[src/rtl/adc_framer_pkg.sv]
package adc_framer_pkg;
    localparam int WORD_W  = 12;
    localparam int SHORT_W = 10;
    localparam int CNT_W   = 3;
    localparam int PN_W    = 9;

    typedef enum logic [1:0] {
        TP_OFF  = 2'b00,
        TP_CHK  = 2'b01,
        TP_PN9  = 2'b10,
        TP_USER = 2'b11
    } tp_mode_e;
endpackage

[src/rtl/adc_tp_gen.sv]
module adc_tp_gen
    import adc_framer_pkg::*;
(
    input  logic              clk,
    input  logic              rst_n,
    input  logic [1:0]        mode_i,
    input  logic [WORD_W-1:0] user_i,
    input  logic              load_i,
    output logic              tp_en_o,
    output logic [WORD_W-1:0] tp_word_o
);
    typedef struct packed {
        logic [PN_W-1:0] lfsr;
        logic            alt;
        logic [1:0]      mode;
    } tp_state_t;

    tp_state_t st_q, st_d;
    logic            entering;
    logic [PN_W-1:0] cur_lfsr;
    logic            cur_alt;

    always_comb begin
        entering = (mode_i != st_q.mode);
        cur_lfsr = (entering && mode_i == TP_PN9) ? {PN_W{1'b1}} : st_q.lfsr;
        cur_alt  = (entering && mode_i == TP_CHK) ? 1'b0 : st_q.alt;
        tp_en_o  = (mode_i != TP_OFF);
        unique case (mode_i)
            TP_CHK:  tp_word_o = cur_alt ? 12'h555 : 12'hAAA;
            TP_PN9:  tp_word_o = {cur_lfsr, cur_lfsr[PN_W-1:PN_W-3]};
            TP_USER: tp_word_o = user_i;
            default: tp_word_o = '0;
        endcase
        st_d      = st_q;
        st_d.mode = mode_i;
        st_d.lfsr = (load_i && mode_i == TP_PN9)
                  ? {cur_lfsr[PN_W-2:0], cur_lfsr[8] ^ cur_lfsr[4]} : cur_lfsr;
        st_d.alt  = (load_i && mode_i == TP_CHK) ? ~cur_alt : cur_alt;
    end

    always_ff @(posedge clk or negedge rst_n) begin
        if (!rst_n) begin
            st_q.lfsr <= {PN_W{1'b1}};
            st_q.alt  <= 1'b0;
            st_q.mode <= TP_OFF;
        end else begin
            st_q <= st_d;
        end
    end

    // entering PN9 without a word load leaves the seed in place
    a_r8_pn_reseed: assert property (@(posedge clk) disable iff (!rst_n)
        (mode_i == TP_PN9 && st_q.mode != TP_PN9 && !load_i) |=> (st_q.lfsr == 9'h1FF));
endmodule

[src/rtl/adc_lane_ser.sv]
module adc_lane_ser
    import adc_framer_pkg::*;
(
    input  logic              clk,
    input  logic              rst_n,
    input  logic              stb_i,
    input  logic [WORD_W-1:0] sample_i,
    input  logic              load_i,
    input  logic              tp_en_i,
    input  logic [WORD_W-1:0] tp_word_i,
    input  logic              offbin_i,
    input  logic [CNT_W-1:0]  cnt_i,
    input  logic              res10_i,
    input  logic              lsb_first_i,
    input  logic              pdwn_i,
    output logic [1:0]        bits_o
);
    typedef struct packed {
        logic [WORD_W-1:0] hold;
        logic [WORD_W-1:0] word;
    } lane_state_t;

    lane_state_t st_q, st_d;
    logic [WORD_W-1:0] src;
    logic [3:0] j0, j1, i0, i1, base;

    always_comb begin
        src = tp_en_i ? tp_word_i
                      : (offbin_i ? (st_q.hold ^ {1'b1, {(WORD_W-1){1'b0}}}) : st_q.hold);
        st_d      = st_q;
        st_d.hold = stb_i ? sample_i : st_q.hold;
        st_d.word = load_i ? src : st_q.word;
        j0   = {cnt_i, 1'b0};
        j1   = {cnt_i, 1'b1};
        base = res10_i ? 4'(WORD_W - SHORT_W) : 4'd0;
        i0   = lsb_first_i ? base + j0 : 4'(WORD_W - 1) - j0;
        i1   = lsb_first_i ? base + j1 : 4'(WORD_W - 1) - j1;
        bits_o = pdwn_i ? 2'b00 : {st_q.word[i0], st_q.word[i1]};
    end

    always_ff @(posedge clk or negedge rst_n) begin
        if (!rst_n) begin
            st_q <= '0;
        end else begin
            st_q <= st_d;
        end
    end

    // a lane held powered down stays silent
    a_r10_pdwn_quiet: assert property (@(posedge clk) disable iff (!rst_n)
        (pdwn_i && $past(pdwn_i)) |-> (bits_o == 2'b00));
endmodule

[src/rtl/adc_ddr_framer.sv]
module adc_ddr_framer
    import adc_framer_pkg::*;
#(
    parameter int NCH = 8
) (
    input  logic                  clk,
    input  logic                  rst_n,
    input  logic                  sync_i,
    input  logic                  sample_stb_i,
    input  logic [NCH*WORD_W-1:0] sample_i,
    input  logic                  res10_i,
    input  logic                  lsb_first_i,
    input  logic                  offset_bin_i,
    input  logic [1:0]            tp_mode_i,
    input  logic [WORD_W-1:0]     tp_user_i,
    input  logic [NCH-1:0]        pdwn_i,
    output logic [NCH*2-1:0]      lane_o,
    output logic [1:0]            frame_o,
    output logic                  dclk_en_o
);
    localparam int PAIRS_L = WORD_W / 2;
    localparam int PAIRS_S = SHORT_W / 2;

    typedef struct packed {
        logic [CNT_W-1:0] cnt;
    } div_state_t;

    div_state_t st_q, st_d;
    logic [CNT_W-1:0] last_pair;
    logic [3:0]       half, j0;
    logic             load, active, tp_en;
    logic [WORD_W-1:0] tp_word;

    always_comb begin
        last_pair = res10_i ? CNT_W'(PAIRS_S - 1) : CNT_W'(PAIRS_L - 1);
        half      = res10_i ? 4'(SHORT_W / 2) : 4'(WORD_W / 2);
        load      = sync_i || (st_q.cnt >= last_pair);
        st_d.cnt  = load ? '0 : st_q.cnt + 1'b1;
        active    = |(~pdwn_i);
        j0        = {st_q.cnt, 1'b0};
        dclk_en_o = active;
        frame_o   = active ? {(j0 < half), ((j0 + 4'd1) < half)} : 2'b00;
    end

    always_ff @(posedge clk or negedge rst_n) begin
        if (!rst_n) begin
            st_q <= '0;
        end else begin
            st_q <= st_d;
        end
    end

    adc_tp_gen u_tp (
        .clk       (clk),
        .rst_n     (rst_n),
        .mode_i    (tp_mode_i),
        .user_i    (tp_user_i),
        .load_i    (load),
        .tp_en_o   (tp_en),
        .tp_word_o (tp_word)
    );

    for (genvar c = 0; c < NCH; c++) begin : g_lane
        adc_lane_ser u_lane (
            .clk         (clk),
            .rst_n       (rst_n),
            .stb_i       (sample_stb_i),
            .sample_i    (sample_i[c*WORD_W +: WORD_W]),
            .load_i      (load),
            .tp_en_i     (tp_en),
            .tp_word_i   (tp_word),
            .offbin_i    (offset_bin_i),
            .cnt_i       (st_q.cnt),
            .res10_i     (res10_i),
            .lsb_first_i (lsb_first_i),
            .pdwn_i      (pdwn_i[c]),
            .bits_o      (lane_o[2*c +: 2])
        );
    end

    // a sync pulse puts the divider on the first pair next cycle
    a_r6_sync_restart: assert property (@(posedge clk) disable iff (!rst_n)
        sync_i |=> (st_q.cnt == '0));

    // without sync the divider steps by one inside a word
    a_r1_step: assert property (@(posedge clk) disable iff (!rst_n)
        (!sync_i && st_q.cnt < last_pair) |=> (st_q.cnt == $past(st_q.cnt) + 1'b1));

    // a frame rise while clocks run marks the first pair of a word
    a_r4_frame_start: assert property (@(posedge clk) disable iff (!rst_n)
        (dclk_en_o && $past(dclk_en_o) && $rose(frame_o[1])) |-> (st_q.cnt == '0));
endmodule

[config.mk]
export PLATFORM = sky130hd
export DESIGN_NAME = adc_ddr_framer
export DESIGN_NICKNAME = d
export VERILOG_FILES = /design/src/rtl/adc_framer_pkg.sv /design/src/rtl/adc_tp_gen.sv /design/src/rtl/adc_lane_ser.sv /design/src/rtl/adc_ddr_framer.sv
export SDC_FILE = /design/constraint.sdc
export NUM_CORES = 1
export LEC_CHECK = 0
export ABC_AREA = 0
export BUFFER_PORTS_ARGS = -buffer_cell sky130_fd_sc_hd__buf_4
export CORE_UTILIZATION = 58
export DETAILED_ROUTE_END_ITERATION = 8
export HOLD_SLACK_MARGIN = 0.08
export PLACE_DENSITY = 0.86
export RECOVER_POWER = 25
export SETUP_SLACK_MARGIN = 0.02
export SYNTH_ARGS = -nofsm -noshare
export SYNTH_HDL_FRONTEND = slang
export SYNTH_SLANG_ARGS = --single-unit
[constraint.sdc]
create_clock -name clk -period 3.5 [get_ports clk]
set_input_delay 0.7 -clock clk [delete_from_list [all_inputs] [get_ports clk]]
set_output_delay 0.7 -clock clk [all_outputs]
set_load 0.05 [all_outputs]
# Word-level counts from Yosys, hierarchy flattened
# Index checks and enable logic that the tools add are counted.
[word_totals]
regBits = 207
latch_bits = 0
mem_bits_rw = 0
rom_bits = 0
input_bits = 125
out_inout_bits = 19
word_cells = 122
memories = 0
[op_classes]
n_addsub = 6
mul = 0
div = 0
n_lt_le_gt_ge = 5
eq_ne = 4
shifts = 0
muxes = 69
bitwise_logic = 11
reduce_logical = 7
[ops]
columns = ["cell", "n"]
rows = [
  ["$mux 12", 17],
  ["$bmux 1 s4", 16],
  ["$pmux 12 s3", 1],
  ["$mux 2", 11],
  ["$mux 1", 19],
  ["$mux 9", 2],
  ["$lt 4x5->1 const B", 2],
  ["$not 1->1", 9],
  ["$add 4x4->4", 2],
  ["$lt 4x3->1", 2],
  ["$mux 4", 2],
  ["$not 8->8", 1],
  ["$reduce_or 8->1", 1],
  ["$sub 4x4->4 const A", 2],
  ["$add 4x1->4 const B", 1],
  ["$eq 2x2->1 const B", 2],
  ["$logic_and 1x1->1", 4],
  ["$add 3x1->3 const B", 1],
  ["$ge 3x3->1", 1],
  ["$mux 3", 1],
  ["$eq 2x1->1 const B", 1],
  ["$ne 2x2->1", 1],
  ["$reduce_bool 2->1", 1],
  ["$logic_or 1x1->1", 1],
  ["$xor 1x1->1", 1],
]

# Depth between registers and ports, before layout
[logic_depth]
ltp_word = 6
depth_mapped = 11
mapped_depth_nobuf = 6

# Hierarchy
# A second synthesis with hierarchy kept.
[hier_totals]
cells_unflattened = 1061
hier_area_um2 = 11593.6
[by_module_without_submodules]
columns = ["module", "instances", "cells_per_inst", "area_each_um2"]
rows = [
  ["adc_lane_ser", 8, 118, 1327.5],
  ["adc_tp_gen", 1, 93, 733.2],
  ["adc_ddr_framer", 1, 24, 240.2],
]

# Worst setup path before layout
# No wires, ideal clock.
[synth_path]
path_kind = "register to output"
from = "register st_q[0] in the netlist's numbering"
to = "output port lane_o[10]"
arrival_ns = 2.827
t_required_ns = 2.800
slack_ns = -0.027
path_stages_with_launch = 12
path_buffers = 5
path_cell_list = "dfrtp_1 > buf_2 > clkbuf_1 > inv_1 > ha_1 > clkbuf_1 > buf_4 > buf_4 > mux2i_1 > nand2_1 > o211ai_1 > a31oi_1"
[synth_between]
elab_chain_len = 5
[synth_lines]
columns = ["element", "line", "text"]
rows = [
  ["start, declared", "adc_ddr_framer.sv:28", "div_state_t st_q, st_d;"],
  ["start signal, assigned", "adc_ddr_framer.sv:49", "st_q <= st_d;"],
  ["$sub 4x4->4 / $add 4x4->4 (equally long branches)", "adc_lane_ser.sv:37", "i1 = lsb_first_i ? base + j1 : 4'(WORD_W - 1) - j1;"],
  ["$mux 4 (*)", "adc_lane_ser.sv:37", ""],
  ["$bmux 1 s4 (*)", "adc_lane_ser.sv:38", "bits_o = pdwn_i ? 2'b00 : {st_q.word[i0], st_q.word[i1]};"],
  ["$mux 1 (implied by the code) (*)", "adc_lane_ser.sv:38", ""],
  ["$mux 2 (*)", "adc_lane_ser.sv:38", ""],
  ["end, declared", "adc_ddr_framer.sv:17", "output logic [NCH*2-1:0] lane_o,"],
]
# Mark *: on every way between the ends. The rest lies on a longest branch, timed or not. The select of a mux whose other input is x is not followed.

# Final worst setup path
[layout_path]
from = "register st_q[0] in the netlist's numbering"
to = "output port lane_o[5]"
[layout_between]
elab_chain_len = 5
[layout_lines]
columns = ["element", "line", "text"]
rows = [
  ["$sub 4x4->4 / $add 4x4->4 (equally long branches)", "adc_lane_ser.sv:36", "i0 = lsb_first_i ? base + j0 : 4'(WORD_W - 1) - j0;"],
  ["$mux 4 (*)", "adc_lane_ser.sv:36", ""],
  ["$bmux 1 s4 (*)", "adc_lane_ser.sv:38", ""],
  ["$mux 1 (implied by the code) (*)", "adc_lane_ser.sv:38", ""],
  ["$mux 2 (*)", "adc_lane_ser.sv:38", ""],
]
# Marked as above.

==> impl_metrics.py <==
metrics = {
    "placement": {
        "port_buffers": 143,
        "place_hpwl_mm": 17.35,
        "place_ws_ps": 178.1,
        "place.gp.congestion": 0.8649,
    },
    "cts": {
        "cts_buffers": 23,
        "clockRootBuffer": "clkbuf_16",
        "holdBufCountCts": 0,
        "insertion_delay_ps": 520,
        "h-tree-depth": 1,
        "cts_buffer_depth": 3,
        "clock-sinks": 207,
        "cts_tree": "done",
        "path_clk_slew_ps": 70,
    },
    "pwr": {
        "clkPwrFrac_pct": 33.1,
        "switching_share_pct": 31.87,
        "combPwrFrac_pct": 26.9,
        "power_switching_mw": 2.420,
        "p_per_area_nw_per_um2": 598.0,
        "sequentialPowerShare_pct": 39.9,
        "power.leakage_nw": 5.320,
        "ir_drop_v": 0.0004904,
        "p_int_mw": 5.173,
    },
    "global_route": {
        "grt_start_max_net_pins": 132,
        "grt.total_usage_pct": 29.48,
        "grt_antenna_before_repair": 0,
        "grt_pass1_vias": 7892,
        "globalRouteOverflowTotal": 0,
        "grt_pass1_wl_mm": 42.02,
    },
    "drt": {
        "wl_per_cell_um": 21.04,
        "drt_iter0_markers": 835,
        "drcViolationCount": 0,
        "vias": 7994,
        "dr.pass1.iters": 5,
        "ant_nets": 0,
        "vias_per_cell": 6.173,
        "finalWirelength_mm": 27.25,
    },
    "logic_synthesis": {
        "synth_cell_types": 46,
        "ys_ff_latch": 207,
        "synth_seq_area_share_pct": 48.94,
        "yosys_warnings": 0,
        "syn_area_um2": 10610,
        "synth_area_per_cell_um2": 11.37,
        "synth_cells": 933,
        "synth_nets": 1066,
    },
    "setup_path": {
        "cp.arrival_ps": 2720,
        "worst-path-max-fanout": 8,
        "cpMaxStageDelayCell": "dfrtp_2",
        "worstSetupEndpointType": "primary output",
        "cp_cell_sequence": "ha_1 -> ha_2 -> xor2_4 -> a32o_2 -> o211ai_2 -> a31oi_1 -> buf_4",
        "crit_type": "reg -> out",
        "critical_path.max_stage_delay_ps": 440,
        "startpoint_type": "flip-flop",
        "required_ps": 2800,
    },
    "worst_hold_path": {
        "worstHoldPathType": "in -> reg",
    },
    "timing": {
        "slew_headroom_pct": -58.83,
        "tightest_slew_ps": 2382,
        "min_period_over_period_pct": 97.59,
        "fmax_ghz": 0.2928,
        "setup_viol": 0,
        "min_period_ps": 3416,
        "drv_slew": 94,
        "fin_ws_ps": 84.20,
        "clock_skew_ps": 13.02,
        "rsz0062_at_grt": "yes",
        "setup-tns-final_ps": 0,
        "hold_viol": 0,
    },
    "die": {
        "ioPinCount": 144,
        "core_area_um2": 17960,
        "die_w_um": 137.2,
        "dieArea_um2": 18830,
        "chipHeight_um": 137.2,
        "fp-row-count": 49,
        "initial_core_util_pct": 59.05,
    },
    "final_layout": {
        "multi_input_area_um2": 5105,
        "antennaDiodeCount": 0,
        "final_nets": 1182,
        "register_area_um2": 5195,
        "fillers": 1273,
        "drive_above_1_share_pct": 36.40,
        "areaGrowthSynthToFinish_pct": 19.71,
    },
    "run": {
        "drv_cap": 1,
    },
    "status": {
        "status": "finished with violations",
        "violations": "capacitance limit, slew limit",
    },
}
## synthesized netlist by cell type, drive strengths merged
cell | count | area share (%)
dfrtp | 198 | 47
mux2 | 144 | 15
nand2 | 99 | 3.5
mux2i | 57 | 5.4
o22a | 56 | 4.6
nor2 | 55 | 1.9
o211ai | 55 | 4.4
and2 | 49 | 2.9
a31oi | 48 | 2.8
buf | 46 | 2.5
clkbuf | 23 | 0.91
a21oi | 11 | 0.52
nand2b | 11 | 0.65
dfstp | 9 | 2.2
nor2b | 9 | 0.53
o21ai | 9 | 0.60
xnor2 | 9 | 0.74
ha | 8 | 0.94
inv | 8 | 0.28
nand3 | 7 | 0.42
a31o | 4 | 0.33
and3 | 2 | 0.12
nand3b | 2 | 0.14
nand4 | 2 | 0.12
o32ai | 2 | 0.41
xor2 | 2 | 0.24
a311oi | 1 | 0.083
a32o | 1 | 0.20
and2b | 1 | 0.071
and4bb | 1 | 0.12
dlygate4sd1 | 1 | 0.083
nor3 | 1 | 0.047
or2 | 1 | 0.059
or3b | 1 | 0.083
## final timing paths
path	from	to	slack (ps)	cells after the start
worst max register to register	st_q[0]	g_lane[7].u_lane.st_q[7]	870	8
min in group asynchronous	rst_n	g_lane[4].u_lane.st_q[16]	860	1
worst min-delay path	sample_i[0]	g_lane[0].u_lane.st_q[12]	410	2
worst max-delay path	st_q[0]	lane_o[5]	80	7
max in group asynchronous	rst_n	st_q[1]	710	2
worst min register to register	g_lane[4].u_lane.st_q[14]	g_lane[4].u_lane.st_q[14]	500	1
## repair_timing
action,in CTS,in global routing
gates resized for setup,3,4
setup endpoints to repair,2,15
buffers inserted,0,2
cloned,1,0
pin swaps,0,4
## critical path, delay by kind of cell (launching register included)
family                   cells  cell delay [ps]
AO/OA/AOI/OAI                3              800
XOR/XNOR                     1              270
adder cells (fa/ha/maj)      2              420
buffers and inverters        1              250
flip-flops                   1              440
## cell families after synthesis
| logic type | synth area share, % |
|---|---|
| XOR/XNOR | 0.9791 |
| flip-flops | 48.94 |
| AO/OA/AOI/OAI | 13.95 |
| buffers and inverters | 3.822 |
| AND/OR/NAND/NOR | 10.70 |
| multiplexers | 20.67 |
| adder cells (fa/ha/maj) | 0.9437 |
## registers in the layout, indices dropped and copies added, names as in the netlist
name	cells
g_lane.u_lane.st_q	192
u_tp.st_q	12
st_q	3
## cell usage in the layout, fill, tap and decap left out, types with 4 or more instances in the layout
master | netlist | layout
dfrtp_1 | 198 | 195
buf_4 | 10 | 148
mux2_2 | 144 | 144
nand2_1 | 99 | 99
mux2i_1 | 57 | 57
o22a_1 | 56 | 56
nor2_1 | 55 | 54
and2_1 | 49 | 49
o211ai_1 | 47 | 47
a31oi_1 | 48 | 43
clkbuf_16 | 0 | 23
nand2b_1 | 11 | 11
a21oi_1 | 11 | 11
nor2b_1 | 9 | 9
xnor2_1 | 9 | 9
dfstp_2 | 9 | 9
inv_1 | 8 | 8
buf_12 | 1 | 8
o211ai_2 | 7 | 7
o21ai_0 | 6 | 6
clkinv_2 | 0 | 6
a31oi_2 | 0 | 5
nand3_1 | 5 | 5
ha_1 | 8 | 5
a31o_2 | 4 | 4
clkbuf_1 | 22 | 4
## through the flow
step	hold WS [ps]	std cells	utilization [%]	instance area, um2	power, mW
3_5_place_dp	487.3	1250	66.10	11870	5.037
2_1_floorplan	404.4	933	-	10630	4.390
4_1_cts	283.2	1293	70.70	12700	7.586
5_1_grt	399.8	1295	70.69	12700	7.893
6_report	408.4	1295	70.69	12700	7.593
3_3_place_gp	483.1	1250	66.10	11870	4.967
## final cells by class
cell class              count  area share (%)
well taps                 229           2.256
clock buffers              27           4.808
clock inverters            15           1.419
multi-input cells         649           40.20
flip-flops and latches    207           40.91
inverters                   8          0.2365
repair buffers            160           10.17
## per-layer routing
metal	track usage, %	vias to the layer above	wire length, um
li1	-	3611	-
met1	39.13	4010	11240
met2	49.80	324	13540
met3	4.415	49	1681
met4	9.402	0	786
met5	0	-	0
## power groups by stage
stage | logic [mW] | clock network, mW | registers [mW]
after CTS | 2.02 | 2.54 | 3.02
after global placement | 1.93 | 0 | 3.03
after floorplan | 1.43 | 0 | 2.96
after global routing | 2.18 | 2.64 | 3.07
after detailed placement | 1.98 | 0 | 3.06
final | 2.04 | 2.52 | 3.03
Note: power is estimated with default switching activity, not from simulation.
